==> config.mk <==
export PLATFORM = sky130hd
export DESIGN_NAME = rtc_bus_slave
export DESIGN_NICKNAME = d
export VERILOG_FILES = /design/src/rtl/rtc_bus_pkg.sv /design/src/rtl/rtc_bus_cond.sv /design/src/rtl/rtc_bus_regfile.sv /design/src/rtl/rtc_bus_slave.sv
export SDC_FILE = /design/constraint.sdc
export NUM_CORES = 1
export LEC_CHECK = 0
export BUFFER_PORTS_ARGS = -buffer_cell sky130_fd_sc_hd__buf_2
export CAP_MARGIN = 25
export CORE_MARGIN = 2
export CORE_UTILIZATION = 30
export CTS_CLUSTER_SIZE = 12
export DETAILED_ROUTE_END_ITERATION = 16
export GPL_TIMING_DRIVEN = 1
export PLACE_DENSITY = 0.48
export SLEW_MARGIN = 20
export SYNTH_ARGS = -nofsm -noshare
export SYNTH_HDL_FRONTEND = slang
export SYNTH_SLANG_ARGS = --single-unit
==> constraint.sdc <==
create_clock -name clk -period 5.1 [get_ports clk]
set_input_delay 1.02 -clock clk [delete_from_list [all_inputs] [get_ports clk]]
set_output_delay 1.02 -clock clk [all_outputs]
set_load 0.02 [all_outputs]
==> src/rtl/rtc_bus_pkg.sv <==
package rtc_bus_pkg;

    typedef enum logic [3:0] {
        ST_IDLE,      // waiting for START
        ST_DEVADDR,   // shifting in device address + direction
        ST_DEVACK,    // driving ack for the device address
        ST_WORDADDR,  // shifting in pointer byte
        ST_WORDACK,   // driving ack for the pointer byte
        ST_WRDATA,    // shifting in a data byte
        ST_WRACK,     // driving ack for a data byte
        ST_RDDATA,    // shifting out a data byte
        ST_RDACK      // sampling the master's ack
    } bus_state_t;

endpackage

==> src/rtl/rtc_bus_cond.sv <==
module rtc_bus_cond #(
    parameter int STAGES = 2
) (
    input  logic clk,
    input  logic rst_n,
    input  logic scl_i,
    input  logic sda_i,
    output logic scl_s,
    output logic sda_s,
    output logic scl_rise,
    output logic scl_fall,
    output logic start_det,
    output logic stop_det
);

    logic [STAGES-1:0] scl_chain;
    logic [STAGES-1:0] sda_chain;
    logic              scl_q;
    logic              sda_q;

    always_ff @(posedge clk) begin
        if (!rst_n) begin
            scl_chain <= '1;
            sda_chain <= '1;
            scl_q     <= 1'b1;
            sda_q     <= 1'b1;
        end else begin
            scl_chain <= {scl_chain[STAGES-2:0], scl_i};
            sda_chain <= {sda_chain[STAGES-2:0], sda_i};
            scl_q     <= scl_chain[STAGES-1];
            sda_q     <= sda_chain[STAGES-1];
        end
    end

    assign scl_s     = scl_chain[STAGES-1];
    assign sda_s     = sda_chain[STAGES-1];
    assign scl_rise  = scl_s & ~scl_q;
    assign scl_fall  = ~scl_s & scl_q;
    assign start_det = scl_s & scl_q & sda_q & ~sda_s;
    assign stop_det  = scl_s & scl_q & ~sda_q & sda_s;

endmodule

==> src/rtl/rtc_bus_regfile.sv <==
module rtc_bus_regfile #(
    parameter int ADDR_W = 6,
    parameter int DATA_W = 8
) (
    input  logic              clk,
    input  logic              rst_n,
    input  logic              we,
    input  logic [ADDR_W-1:0] addr,
    input  logic [DATA_W-1:0] wdata,
    output logic [DATA_W-1:0] rdata
);

    localparam int DEPTH = 1 << ADDR_W;

    logic [DATA_W-1:0] mem [DEPTH];

    always_ff @(posedge clk) begin
        if (!rst_n) begin
            for (int i = 0; i < DEPTH; i++) mem[i] <= '0;
        end else if (we) begin
            mem[addr] <= wdata;
        end
    end

    assign rdata = mem[addr];

endmodule

==> src/rtl/rtc_bus_slave.sv <==
module rtc_bus_slave
    import rtc_bus_pkg::*;
#(
    parameter logic [6:0] DEV_ADDR    = 7'b1101000,
    parameter int         ADDR_W      = 6,
    parameter int         DATA_W      = 8,
    parameter int         CLK_REGS    = 7,
    parameter int         SYNC_STAGES = 2
) (
    input  logic clk,
    input  logic rst_n,
    input  logic pwr_fail,
    input  logic scl_i,
    input  logic sda_i,
    output logic sda_oe,
    output logic read_active
);

    localparam int                CNT_W     = $clog2(DATA_W + 1);
    localparam logic [CNT_W-1:0]  BITS_FULL = CNT_W'(DATA_W);
    localparam logic [CNT_W-1:0]  BITS_LAST = CNT_W'(DATA_W - 1);
    localparam logic [ADDR_W-1:0] CLK_TOP   = ADDR_W'(CLK_REGS);

    logic scl_s, sda_s, scl_rise, scl_fall, start_det, stop_det;

    rtc_bus_cond #(.STAGES(SYNC_STAGES)) cond_i (
        .clk       (clk),
        .rst_n     (rst_n),
        .scl_i     (scl_i),
        .sda_i     (sda_i),
        .scl_s     (scl_s),
        .sda_s     (sda_s),
        .scl_rise  (scl_rise),
        .scl_fall  (scl_fall),
        .start_det (start_det),
        .stop_det  (stop_det)
    );

    bus_state_t        state, state_nx;
    logic [CNT_W-1:0]  bit_cnt;
    logic [DATA_W-1:0] shreg;
    logic [DATA_W-1:0] tx;
    logic [ADDR_W-1:0] ptr;
    logic              rd_txn;
    logic              m_ack;
    logic              byte_done;
    logic              addr_hit;
    logic              mem_we;
    logic [DATA_W-1:0] mem_rdata;

    assign byte_done = scl_fall && (bit_cnt == BITS_FULL);
    assign addr_hit  = (shreg[DATA_W-1:1] == DEV_ADDR);
    assign mem_we    = !pwr_fail && (state == ST_WRDATA) && byte_done;

    rtc_bus_regfile #(.ADDR_W(ADDR_W), .DATA_W(DATA_W)) regs_i (
        .clk   (clk),
        .rst_n (rst_n),
        .we    (mem_we),
        .addr  (ptr),
        .wdata (shreg),
        .rdata (mem_rdata)
    );

    // transitions
    always_comb begin
        state_nx = state;
        if (pwr_fail) begin
            state_nx = ST_IDLE;
        end else if (start_det) begin
            state_nx = ST_DEVADDR;
        end else if (stop_det) begin
            state_nx = ST_IDLE;
        end else begin
            unique case (state)
                ST_IDLE:     state_nx = ST_IDLE;
                ST_DEVADDR:  if (byte_done) state_nx = addr_hit ? ST_DEVACK : ST_IDLE;
                ST_DEVACK:   if (scl_fall)  state_nx = shreg[0] ? ST_RDDATA : ST_WORDADDR;
                ST_WORDADDR: if (byte_done) state_nx = ST_WORDACK;
                ST_WORDACK:  if (scl_fall)  state_nx = ST_WRDATA;
                ST_WRDATA:   if (byte_done) state_nx = ST_WRACK;
                ST_WRACK:    if (scl_fall)  state_nx = ST_WRDATA;
                ST_RDDATA:   if (scl_fall && bit_cnt == BITS_LAST) state_nx = ST_RDACK;
                ST_RDACK:    if (scl_fall)  state_nx = m_ack ? ST_RDDATA : ST_IDLE;
                default:     state_nx = ST_IDLE;
            endcase
        end
    end

    // state register
    always_ff @(posedge clk) begin
        if (!rst_n) state <= ST_IDLE;
        else        state <= state_nx;
    end

    // datapath
    always_ff @(posedge clk) begin
        if (!rst_n) begin
            bit_cnt <= '0;
            shreg   <= '0;
            tx      <= '0;
            ptr     <= '0;
            rd_txn  <= 1'b0;
            m_ack   <= 1'b0;
        end else if (pwr_fail) begin
            bit_cnt <= '0;
            ptr     <= '0;
            rd_txn  <= 1'b0;
        end else if (start_det || stop_det) begin
            bit_cnt <= '0;
            rd_txn  <= 1'b0;
        end else begin
            case (state)
                ST_DEVADDR, ST_WORDADDR, ST_WRDATA: begin
                    if (scl_rise) begin
                        shreg   <= {shreg[DATA_W-2:0], sda_s};
                        bit_cnt <= bit_cnt + 1'b1;
                    end else if (byte_done) begin
                        bit_cnt <= '0;
                        if (state == ST_DEVADDR && addr_hit && shreg[0]) rd_txn <= 1'b1;
                        if (state == ST_WORDADDR) ptr <= shreg[ADDR_W-1:0];
                        if (state == ST_WRDATA)   ptr <= ptr + 1'b1;
                    end
                end
                ST_DEVACK: begin
                    if (scl_fall && shreg[0]) tx <= mem_rdata;
                end
                ST_RDDATA: begin
                    if (scl_fall) begin
                        tx      <= {tx[DATA_W-2:0], 1'b0};
                        bit_cnt <= (bit_cnt == BITS_LAST) ? '0 : bit_cnt + 1'b1;
                    end
                end
                ST_RDACK: begin
                    if (scl_rise) begin
                        m_ack <= ~sda_s;
                        if (!sda_s) ptr <= ptr + 1'b1;
                    end else if (scl_fall && m_ack) begin
                        tx <= mem_rdata;
                    end
                end
                default: ;
            endcase
        end
    end

    // outputs
    always_comb begin
        sda_oe = 1'b0;
        unique case (state)
            ST_DEVACK, ST_WORDACK, ST_WRACK: sda_oe = 1'b1;
            ST_RDDATA:                       sda_oe = ~tx[DATA_W-1];
            default:                         sda_oe = 1'b0;
        endcase
        read_active = rd_txn && (ptr < CLK_TOP);
    end

endmodule

Yosys cells after proc, flatten, opt, wreduce, memory -nomap -nowiden
Memory sizes are Yosys's and may differ from the RTL's. A register that Yosys moved wholly into a read port is not among the register bits. Index checks and enable logic that the tools add are counted.

Register bits: 38. Bits in latches: 0. Bits in writable memories: 512. ROM bits: 0. Input port bits: 5. Logic and storage cells: 136. Memories kept: 1.

Add/sub/neg operators: 2. $mul: 0. Div/mod/pow operators: 0. Order comparisons: 1. Equal/unequal tests: 35. Shift-type cells: 0. Multiplexer cells: 40. Bitwise operators: 16. Reductions and logical operators: 29.

Memory list: regs_i.mem (depth 64, width 8, rd ports 1, clocked after Yosys merged registers in 1, wr ports 64, line rtc_bus_regfile.sv:15) `logic [DATA_W-1:0] mem [DEPTH];`.

Operators by type and width (count): two-way mux 6 bit (9); two-way mux 4 bit (11); two-way mux 8 bit (5); one-hot mux 4 bit (7 select lines) (1); AND reduction 7 bit (4); inequality test 2 bit, second input constant (13); inequality test 4 bit, second input constant (6); one-hot mux 8 bit (3 select lines) (1); == test 4 x 3 -> 1 bit, second input constant (5); one-hot mux 6 bit (2 select lines) (1); AND reduction 4 bit (3); logical AND 1 bit (9); inverter 1 bit (9); OR reduction 3 bit (3); == test 4 x 2 -> 1 bit, second input constant (2); == test 4 bit, second input constant (2); one-hot mux 4 bit (2 select lines) (1); OR reduction 8 bit (1); AND 1 bit (7); == test 7 bit, second input constant (1); two-way mux 1 bit (7); adder 6 x 1 -> 6 bit, second input constant (1); < comparator 6 x 3 -> 1 bit, second input constant (1); two-way mux 3 bit (2); 15 further kinds (18).

Depth between registers and ports, before layout
Gate-level depths: netlist of the first run.

Depth in word-level cells: 9. Mapped depth: 9. Gate-level depth less buffers: 7.

By module
A second synthesis of the first run with hierarchy kept.

Cell total of the unflattened synthesis: 2042. Area, all modules: 25796.0 sq um.

By module, submodules not included: rtc_bus_regfile (times used 1, cells each 1808, area an instance 23707.7 sq um); rtc_bus_slave (times used 1, cells each 218, area an instance 1898.1 sq um); rtc_bus_cond (times used 1, cells each 16, area an instance 190.2 sq um).

Worst setup path before layout of the first run
OpenSTA, ideal clock, no wires.

Path kind: input port to flip-flop. From: in rst_n. To: mem regs_i.mem[13][0], enable pin. Library setup time: 384 ps. Data arrival time: 2934 ps. Data required time: 4716 ps. Path slack: 1782 ps. Cell stages on the path: 7. Path buffers: 3. Cells stage by stage: clkbuf_1 -> nor2b_1 -> and4_1 -> clkbuf_1 -> nand4b_1 -> clkbuf_1 -> o21ai_0.

RTL lines: start, declared (line rtc_bus_slave.sv:11) `input logic rst_n,`; end, declared (line rtc_bus_regfile.sv:15).

==> run_results.csv, run 1 <==
group,metric,value,unit
outcome,status,"complete, no violations",
global_routing,antenna_found_initial,2,
timing,max_freq,288,MHz
synth,synth_enable_flop_cells,512,
timing,timing.final.setup_violations,0,
placement,detailedPlacementHpwl,44600,um
detailed_routing,drt-initial-drc-count,1257,
clock_tree,cts_hold_repair.buffers,0,
clock_tree,htreeDepth,2,
setup_path,timing.critical_path.arrival,3960,ps
layout,stdcell_count,3015,
placement,io_buffer_count,6,
synth,synth_async_sr_flop_share,0,%
detailed_routing,postRouteAntennaNets,0,
detailed_routing,wl_met2,35000,um
detailed_routing,highest_layer,"met4",
synth,post-synth-top-count-cell,"sky130_fd_sc_hd__and2_1",
synth,ys_warn_count,0,
worst_hold_path,hold_path_depth,1,
synth,synthesis.area_per_instance,14.4,um^2
synth,synth_top_area_cell,"sky130_fd_sc_hd__edfxtp_1",
clock_tree,cts_max_path_buffers,3,
clock_tree,clock_tree.root_cell,"sky130_fd_sc_hd__clkbuf_16",
layout,area.growth.synth_to_final,12.9,%
detailed_routing,post_drt_via_cell_ratio,4.94,
clock_tree,cts_repair_resize_count,0,
synth,synth_largest_type_area_fraction,59.0,%
floorplanning,die_y,299,um
floorplanning,total_number_of_placement_rows,108,
synth,synthesis.instances,1813,
setup_path,kind_of_start_point_of_the_critical_path,"flop",
setup_path,rr_endpoint,"tx[4]$_SDFFE_PN0P_",
timing,fin_setup_tns,0,ps
detailed_routing,via_count,14887,
synth,synthDistinctLibCells,64,
synth,synth.cells.most_frequent,"sky130_fd_sc_hd__and2_1, sky130_fd_sc_hd__edfxtp_1, sky130_fd_sc_hd__mux4_2, sky130_fd_sc_hd__clkbuf_1, sky130_fd_sc_hd__o21ai_0",
clock_tree,clkTransAtPathRegs,60,ps
worst_hold_path,holdPathEnd,"cond_i.sda_chain[1]$_SDFF_PN1_",
timing,timing.max_slew.rel_slack,31.0,%
timing,hold_viol,0,
global_routing,grt_first_pass_wirelength,106000,um
power_and_ir_drop,max-vdd-ir-drop,0.000245,V
power_and_ir_drop,p_leak,9.42,nW
setup_path,timing.critical_path.required,5590,ps
placement,placedCellCount,2903,
timing,hold_ws,417,ps
power_and_ir_drop,power_density_over_the_cells,335,nW/um^2
placement,weighted_congestion_reported_at_the_end_of_routability_driven_placement,0.787,
setup_path,regToRegSetupSlack,1630,ps
layout,layout_cells_sized_above_1,17.8,%
clock_tree,cts_tree,"done",
global_routing,first_global_vias,15408,
clock_tree,source_to_sink_clock_delay_at_the_later_pin_of_the_worst_skew_pair,620,ps
timing,timing.final.crit_period,3470,ps
detailed_routing,wl,70700,um
detailed_routing,drt-met1-wl,31900,um
clock_tree,clock_sink_count,556,
detailed_routing,remaining_drc_errors,0,
detailed_routing,detailroute.wirelength.met3,2710,um
setup_path,worst-setup-path-type,"reg -> reg",
timing,final-max-slew-violation-count,0,
setup_path,rr_worst_depth,4,
synth,ys_ff_latch,556,
synth,ys_seq_area_share,62.4,%
timing,finalClockSkew,15.2,ps
global_routing,grt_overflow_total,0,
clock_tree,post_cts_buffers,0,
timing,period_share,68.1,%
setup_path,path_max_fanout,16,
setup_path,timing.critical_path.to_type,"flop",
floorplanning,design.die.area,89200,um^2
global_routing,grt_max_degree,70,
detailed_routing,post_drt_wl_per_cell,23.5,um
worst_hold_path,hold_path.startpoint,"cond_i.sda_chain[0]$_SDFF_PN1_",
timing,worst_pin_slew,1040,ps
synth,synth_ff_type,"sky130_fd_sc_hd__edfxtp_1",
timing,setup_repair_after_global_routing_missed_its_margin,"false",
layout,nFillCells,8328,
flow_run,maxCapViolCount,0,
synth,synth_nets,1821,
worst_hold_path,timing.hold.worst.class,"reg -> reg",
global_routing,grt_use_total,15.9,%
synth,yosys-top-cells-area,"sky130_fd_sc_hd__edfxtp_1, sky130_fd_sc_hd__and2_1, sky130_fd_sc_hd__mux4_2",
clock_tree,cts_buffers,59,
floorplanning,start_util,30.2,%
floorplanning,core,86300,um^2
floorplanning,num_io_pins,7,
layout,design.final.nets,1824,
floorplanning,die_w,299,um
detailed_routing,drtPass1Iterations,5,
synth,synthesis.area,26000,um^2
==> power by group <==
group	internal, mW	switching (mW)
registers	5.17	0.0821
clock network	2.42	1.81
logic	0.145	0.210
==> cell type report <==
type	instances	area, um^2	share of cell area, %
Sequential cell	556	16300	55.4
Multi-Input combinational cell	1102	9150	31.1
Clock buffer	75	1540	5.23
Tap cell	1155	1450	4.92
Timing Repair Buffer	89	651	2.21
Clock inverter	28	295	1.00
Inverter	8	30.0	0.102
Antenna cell	2	5.00	0.0170
==> critical path, stage by stage (launching register included) <==
cell and delay, ps:
sky130_fd_sc_hd__dfxtp_1 860, sky130_fd_sc_hd__clkinv_1 990, sky130_fd_sc_hd__mux4_2 830, sky130_fd_sc_hd__a2111oi_0 510, sky130_fd_sc_hd__a31oi_1 140
==> per-stage QoR <==
| step | instance area (um^2) | util (%) | setup slack [ps] | power [mW] |
|---|---|---|---|---|
| 2_1_floorplan | 26000 | - | 1780 | 5.54 |
| 3_3_place_gp | 27500 | 31.8 | 1320 | 5.70 |
| 3_5_place_dp | 27500 | 31.9 | 1240 | 5.71 |
| 4_1_cts | 29400 | 34.0 | 1530 | 9.92 |
| 5_1_grt | 29400 | 34.0 | 1410 | 10.1 |
| 6_report | 29400 | 34.0 | 1630 | 9.84 |
==> cell families after synthesis <==
family / count (synthesis) / share of synthesized area (%)
AOI/OAI and AO/OA: 198 / 4.84
xor gates and xnor gates: 3 / 0.101
adders and majority gates: 3 / 0.144
buffers and inverters: 155 / 2.43
DFF: 556 / 62.4
muxes: 182 / 13.6
and+or+nand+nor: 716 / 16.5
==> per-layer routing <==
metal  global-route usage (%)  vias up
li1                         -     6754
met1                     21.9     7740
met2                     27.0      324
met3                     2.15       69
met4                     3.36        0
met5                        0        -
==> layout by cell type, fill, tap and decap left out, types with 4 or more instances in the layout <==
cell,Yosys,layout
sky130_fd_sc_hd__nand3_1,13,13
sky130_fd_sc_hd__a211oi_1,7,7
sky130_fd_sc_hd__clkinv_2,0,5
sky130_fd_sc_hd__nand2_1,22,22
sky130_fd_sc_hd__mux4_2,136,136
sky130_fd_sc_hd__clkinv_1,1,12
sky130_fd_sc_hd__o21ai_1,0,9
sky130_fd_sc_hd__a221oi_1,9,9
sky130_fd_sc_hd__nand3b_1,9,9
sky130_fd_sc_hd__nor3_1,7,7
sky130_fd_sc_hd__o31ai_1,7,7
sky130_fd_sc_hd__o221ai_1,13,13
sky130_fd_sc_hd__o21ai_0,83,74
sky130_fd_sc_hd__or4_1,6,6
sky130_fd_sc_hd__nor2_1,78,78
sky130_fd_sc_hd__mux2i_1,37,37
sky130_fd_sc_hd__buf_2,19,12
sky130_fd_sc_hd__and2_1,516,516
sky130_fd_sc_hd__o211ai_1,7,7
sky130_fd_sc_hd__o22ai_1,6,6
sky130_fd_sc_hd__dfxtp_1,44,33
sky130_fd_sc_hd__edfxtp_1,512,512
sky130_fd_sc_hd__buf_4,5,70
sky130_fd_sc_hd__clkbuf_16,0,59
sky130_fd_sc_hd__a31oi_1,9,9
sky130_fd_sc_hd__nor2b_1,19,19
sky130_fd_sc_hd__mux2_2,9,9
sky130_fd_sc_hd__a21oi_1,29,29
sky130_fd_sc_hd__bufinv_16,0,6
sky130_fd_sc_hd__clkbuf_2,0,5
sky130_fd_sc_hd__a2111oi_0,4,4
sky130_fd_sc_hd__dfxtp_2,0,8
sky130_fd_sc_hd__clkbuf_1,119,16
sky130_fd_sc_hd__nand2b_1,13,13
sky130_fd_sc_hd__inv_1,7,7
sky130_fd_sc_hd__a211o_1,4,4
==> how the worst max path moves through the flow <==
stage | endpoint | startpoint | depth (start not counted) | slack, ps
2_1_floorplan | regs_i.mem[13][0]$_SDFFCE_PN0P_ | rst_n | 7 | 1780
3_3_place_gp | regs_i.mem[60][1]$_SDFFCE_PN0P_ | pwr_fail | 6 | 1320
3_5_place_dp | regs_i.mem[36][5]$_SDFFCE_PN0P_ | pwr_fail | 6 | 1240
4_1_cts | tx[4]$_SDFFE_PN0P_ | flop | 4 | 1530
5_1_grt | tx[4]$_SDFFE_PN0P_ | flop | 4 | 1410
6_report | tx[4]$_SDFFE_PN0P_ | flop | 4 | 1630
==> registers in the layout, summed over array words and instances, names as in the netlist, named ones only <==
signal	flops
ptr	6
m_ack	1
shreg	8
bit_cnt	4
rd_txn	1
state	4
cond_i.sda_chain	2
cond_i.sda_q	1
cond_i.scl_q	1
tx	8
cond_i.scl_chain	2
regs_i.mem	512
Note: power is estimated with default switching activity, not from simulation.
==> inputs of run 2 (changes only) <==
- clock period: 5.1 -> 3.5 ns (I/O delays scaled with it)
==> run 2 against run 1 <==
Sequential power increased by 45%. Cell area rose by 1.4%. Via count rose by 0.42%. Utilization is 0.49 points higher. Wire length is 0.37% lower. Sequential cell count stayed put. Clock skew is 6.3 ps higher. Cell count increased by 1.3%. Critical path depth unchanged.
==> run_results.csv, run 2 (synthesis results as in run 1) <==
group,metric,value,unit
outcome,status,"complete, no violations",
setup_path,critical_path.max_stage_delay,560,ps
timing,timing.final.setup_violations,0,
layout,design.final.nets,1863,
layout,largest-register,"regs_i.mem",
layout,commonest_cells_after_routing_fill_and_taps_aside,"sky130_fd_sc_hd__and2_1, sky130_fd_sc_hd__edfxtp_1, sky130_fd_sc_hd__mux4_2",
global_routing,grt_max_degree,70,
worst_hold_path,timing.hold.worst.class,"in -> reg",
setup_path,timing.critical_path.arrival,2500,ps
setup_path,timing.critical_path.to_type,"output port",
timing,setup_repair_after_global_routing_missed_its_margin,"false",
global_routing,antenna_found_initial,1,
floorplanning,core,86300,um^2
detailed_routing,postRouteAntennaNets,0,
detailed_routing,post_drt_via_cell_ratio,4.89,
detailed_routing,post_drt_wl_per_cell,23.1,um
placement,detailedPlacementHpwl,45400,um
clock_tree,cts_buffers,61,
layout,final_common_cell,"sky130_fd_sc_hd__and2_1",
setup_path,cells_along_the_critical_path,"or3_1 -> buf_4 -> a211oi_1 -> buf_2",
placement,io_buffer_count,6,
layout,biggestRegsByFlops,"regs_i.mem: 512 flops, shreg: 8 flops, tx: 8 flops",
power_and_ir_drop,power_density_over_the_cells,484,nW/um^2
detailed_routing,drtPass1Iterations,5,
placement,dp_slack,390,ps
timing,final-max-slew-violation-count,0,
layout,postLayoutCellArea,29800,um^2
detailed_routing,wl,70400,um
detailed_routing,drt-initial-drc-count,1189,
global_routing,grt_first_pass_wirelength,106000,um
timing,setup_ws,301,ps
clock_tree,clkTransAtPathRegs,60,ps
layout,largest_register_ff_count,512,
floorplanning,die_y,299,um
detailed_routing,via_count,14949,
global_routing,grt_overflow_total,0,
timing,worst_pin_slew,982,ps
global_routing,first_global_vias,15386,
power_and_ir_drop,max-vdd-ir-drop,0.000357,V
setup_path,worst-setup-path-type,"reg -> out",
placement,detailed_place.area,27900,um^2
timing,timing.final.crit_period,3200,ps
clock_tree,cts_hold_repair.buffers,0,
floorplanning,num_io_pins,7,
placement,weighted_congestion_reported_at_the_end_of_routability_driven_placement,0.801,
timing,hold_viol,0,
setup_path,kind_of_start_point_of_the_critical_path,"flop",
clock_tree,cts_tree,"done",
floorplanning,design.die.area,89200,um^2
clock_tree,clock_sink_count,556,
layout,utilization,34.5,%
timing,period_share,91.4,%
setup_path,critPathSlowestCell,"sky130_fd_sc_hd__a211oi_1",
timing,fin_setup_tns,0,ps
layout,area.growth.synth_to_final,14.5,%
setup_path,path_max_fanout,17,
detailed_routing,remaining_drc_errors,0,
timing,max_freq,313,MHz
timing,finalClockSkew,21.5,ps
power_and_ir_drop,finalPower,14.4,mW
flow_run,maxCapViolCount,0,
clock_tree,source_to_sink_clock_delay_at_the_later_pin_of_the_worst_skew_pair,620,ps
clock_tree,htreeDepth,2,
clock_tree,clock_tree.root_cell,"sky130_fd_sc_hd__clkbuf_16",
floorplanning,total_number_of_placement_rows,108,
global_routing,grt_use_total,15.9,%
clock_tree,post_cts_buffers,0,
floorplanning,die_w,299,um
layout,layout_cells_sized_above_1,19.5,%
floorplanning,start_util,30.2,%
clock_tree,cts_max_path_buffers,3,
power_and_ir_drop,p_leak,9.68,nW
setup_path,timing.critical_path.required,2800,ps
clock_tree,cts_repair_resize_count,0,
timing,timing.max_slew.rel_slack,34.5,%
[run 2: cell count changes in the layout (fill, tap and decap cells not counted), sizes merged]
cell	delta
bufinv	-1
inv	-2
diode	-1
clkinv	+12
buf	+42
clkbuf	-8
clkinvlp	-2
[run 2: per-layer routing]
metal  track usage (%)  vias to the layer above  routed length, um
met5                 0                        -                  0
met4              3.65                        0               1260
met3              2.30                       75               2780
met2              25.9                      296              33800
met1              22.5                     7733              32700
li1                  -                     6845                  -
[run 2: critical path: cells and delay by family, from the launching register on]
family / cells / cell delay [ps]
AO/OA/AOI/OAI: 1 / 560
flip-flops: 1 / 430
AND/OR/NAND/NOR: 1 / 390
buffers and inverters: 2 / 500
[run 2: worst paths after layout]
check	slack, ps	end	depth (start not counted)	startpoint
hold / removal	270	cond_i.scl_chain[0]$_SDFF_PN1_	2	scl_i
hold reg to reg	420	cond_i.scl_chain[1]$_SDFF_PN1_	1	cond_i.scl_chain[0]$_SDFF_PN1_
setup reg to reg	470	tx[7]$_SDFFE_PN0P_	5	flop
setup / recovery	300	read_active	4	ptr[3]$_SDFFE_PP0P_
[run 2: power breakdown]
part / switching, mW / internal (mW) / leakage [nW]
combinational: 0.318 / 0.233 / 3.53
clock: 2.63 / 3.61 / 0.930
sequential: 0.110 / 7.54 / 5.22
[run 2: layout make-up]
cell class / instances / area [um^2]
timing repair buffer: 126 / 1010
tap: 1155 / 1450
clock inverter: 35 / 288
sequential: 556 / 16300
multi-input combinational: 1102 / 9150
antenna: 1 / 2.50
clock buffer: 72 / 1610
inverter: 8 / 30.0
fill: 8338 / 56500
[run 2: per-stage QoR]
stage / hold WS, ps / instances
6_report: 267 / 3055
5_1_grt: 260 / 3054
4_1_cts: 229 / 3054
3_5_place_dp: 392 / 2947
3_3_place_gp: 401 / 2947
2_1_floorplan: 386 / 1813
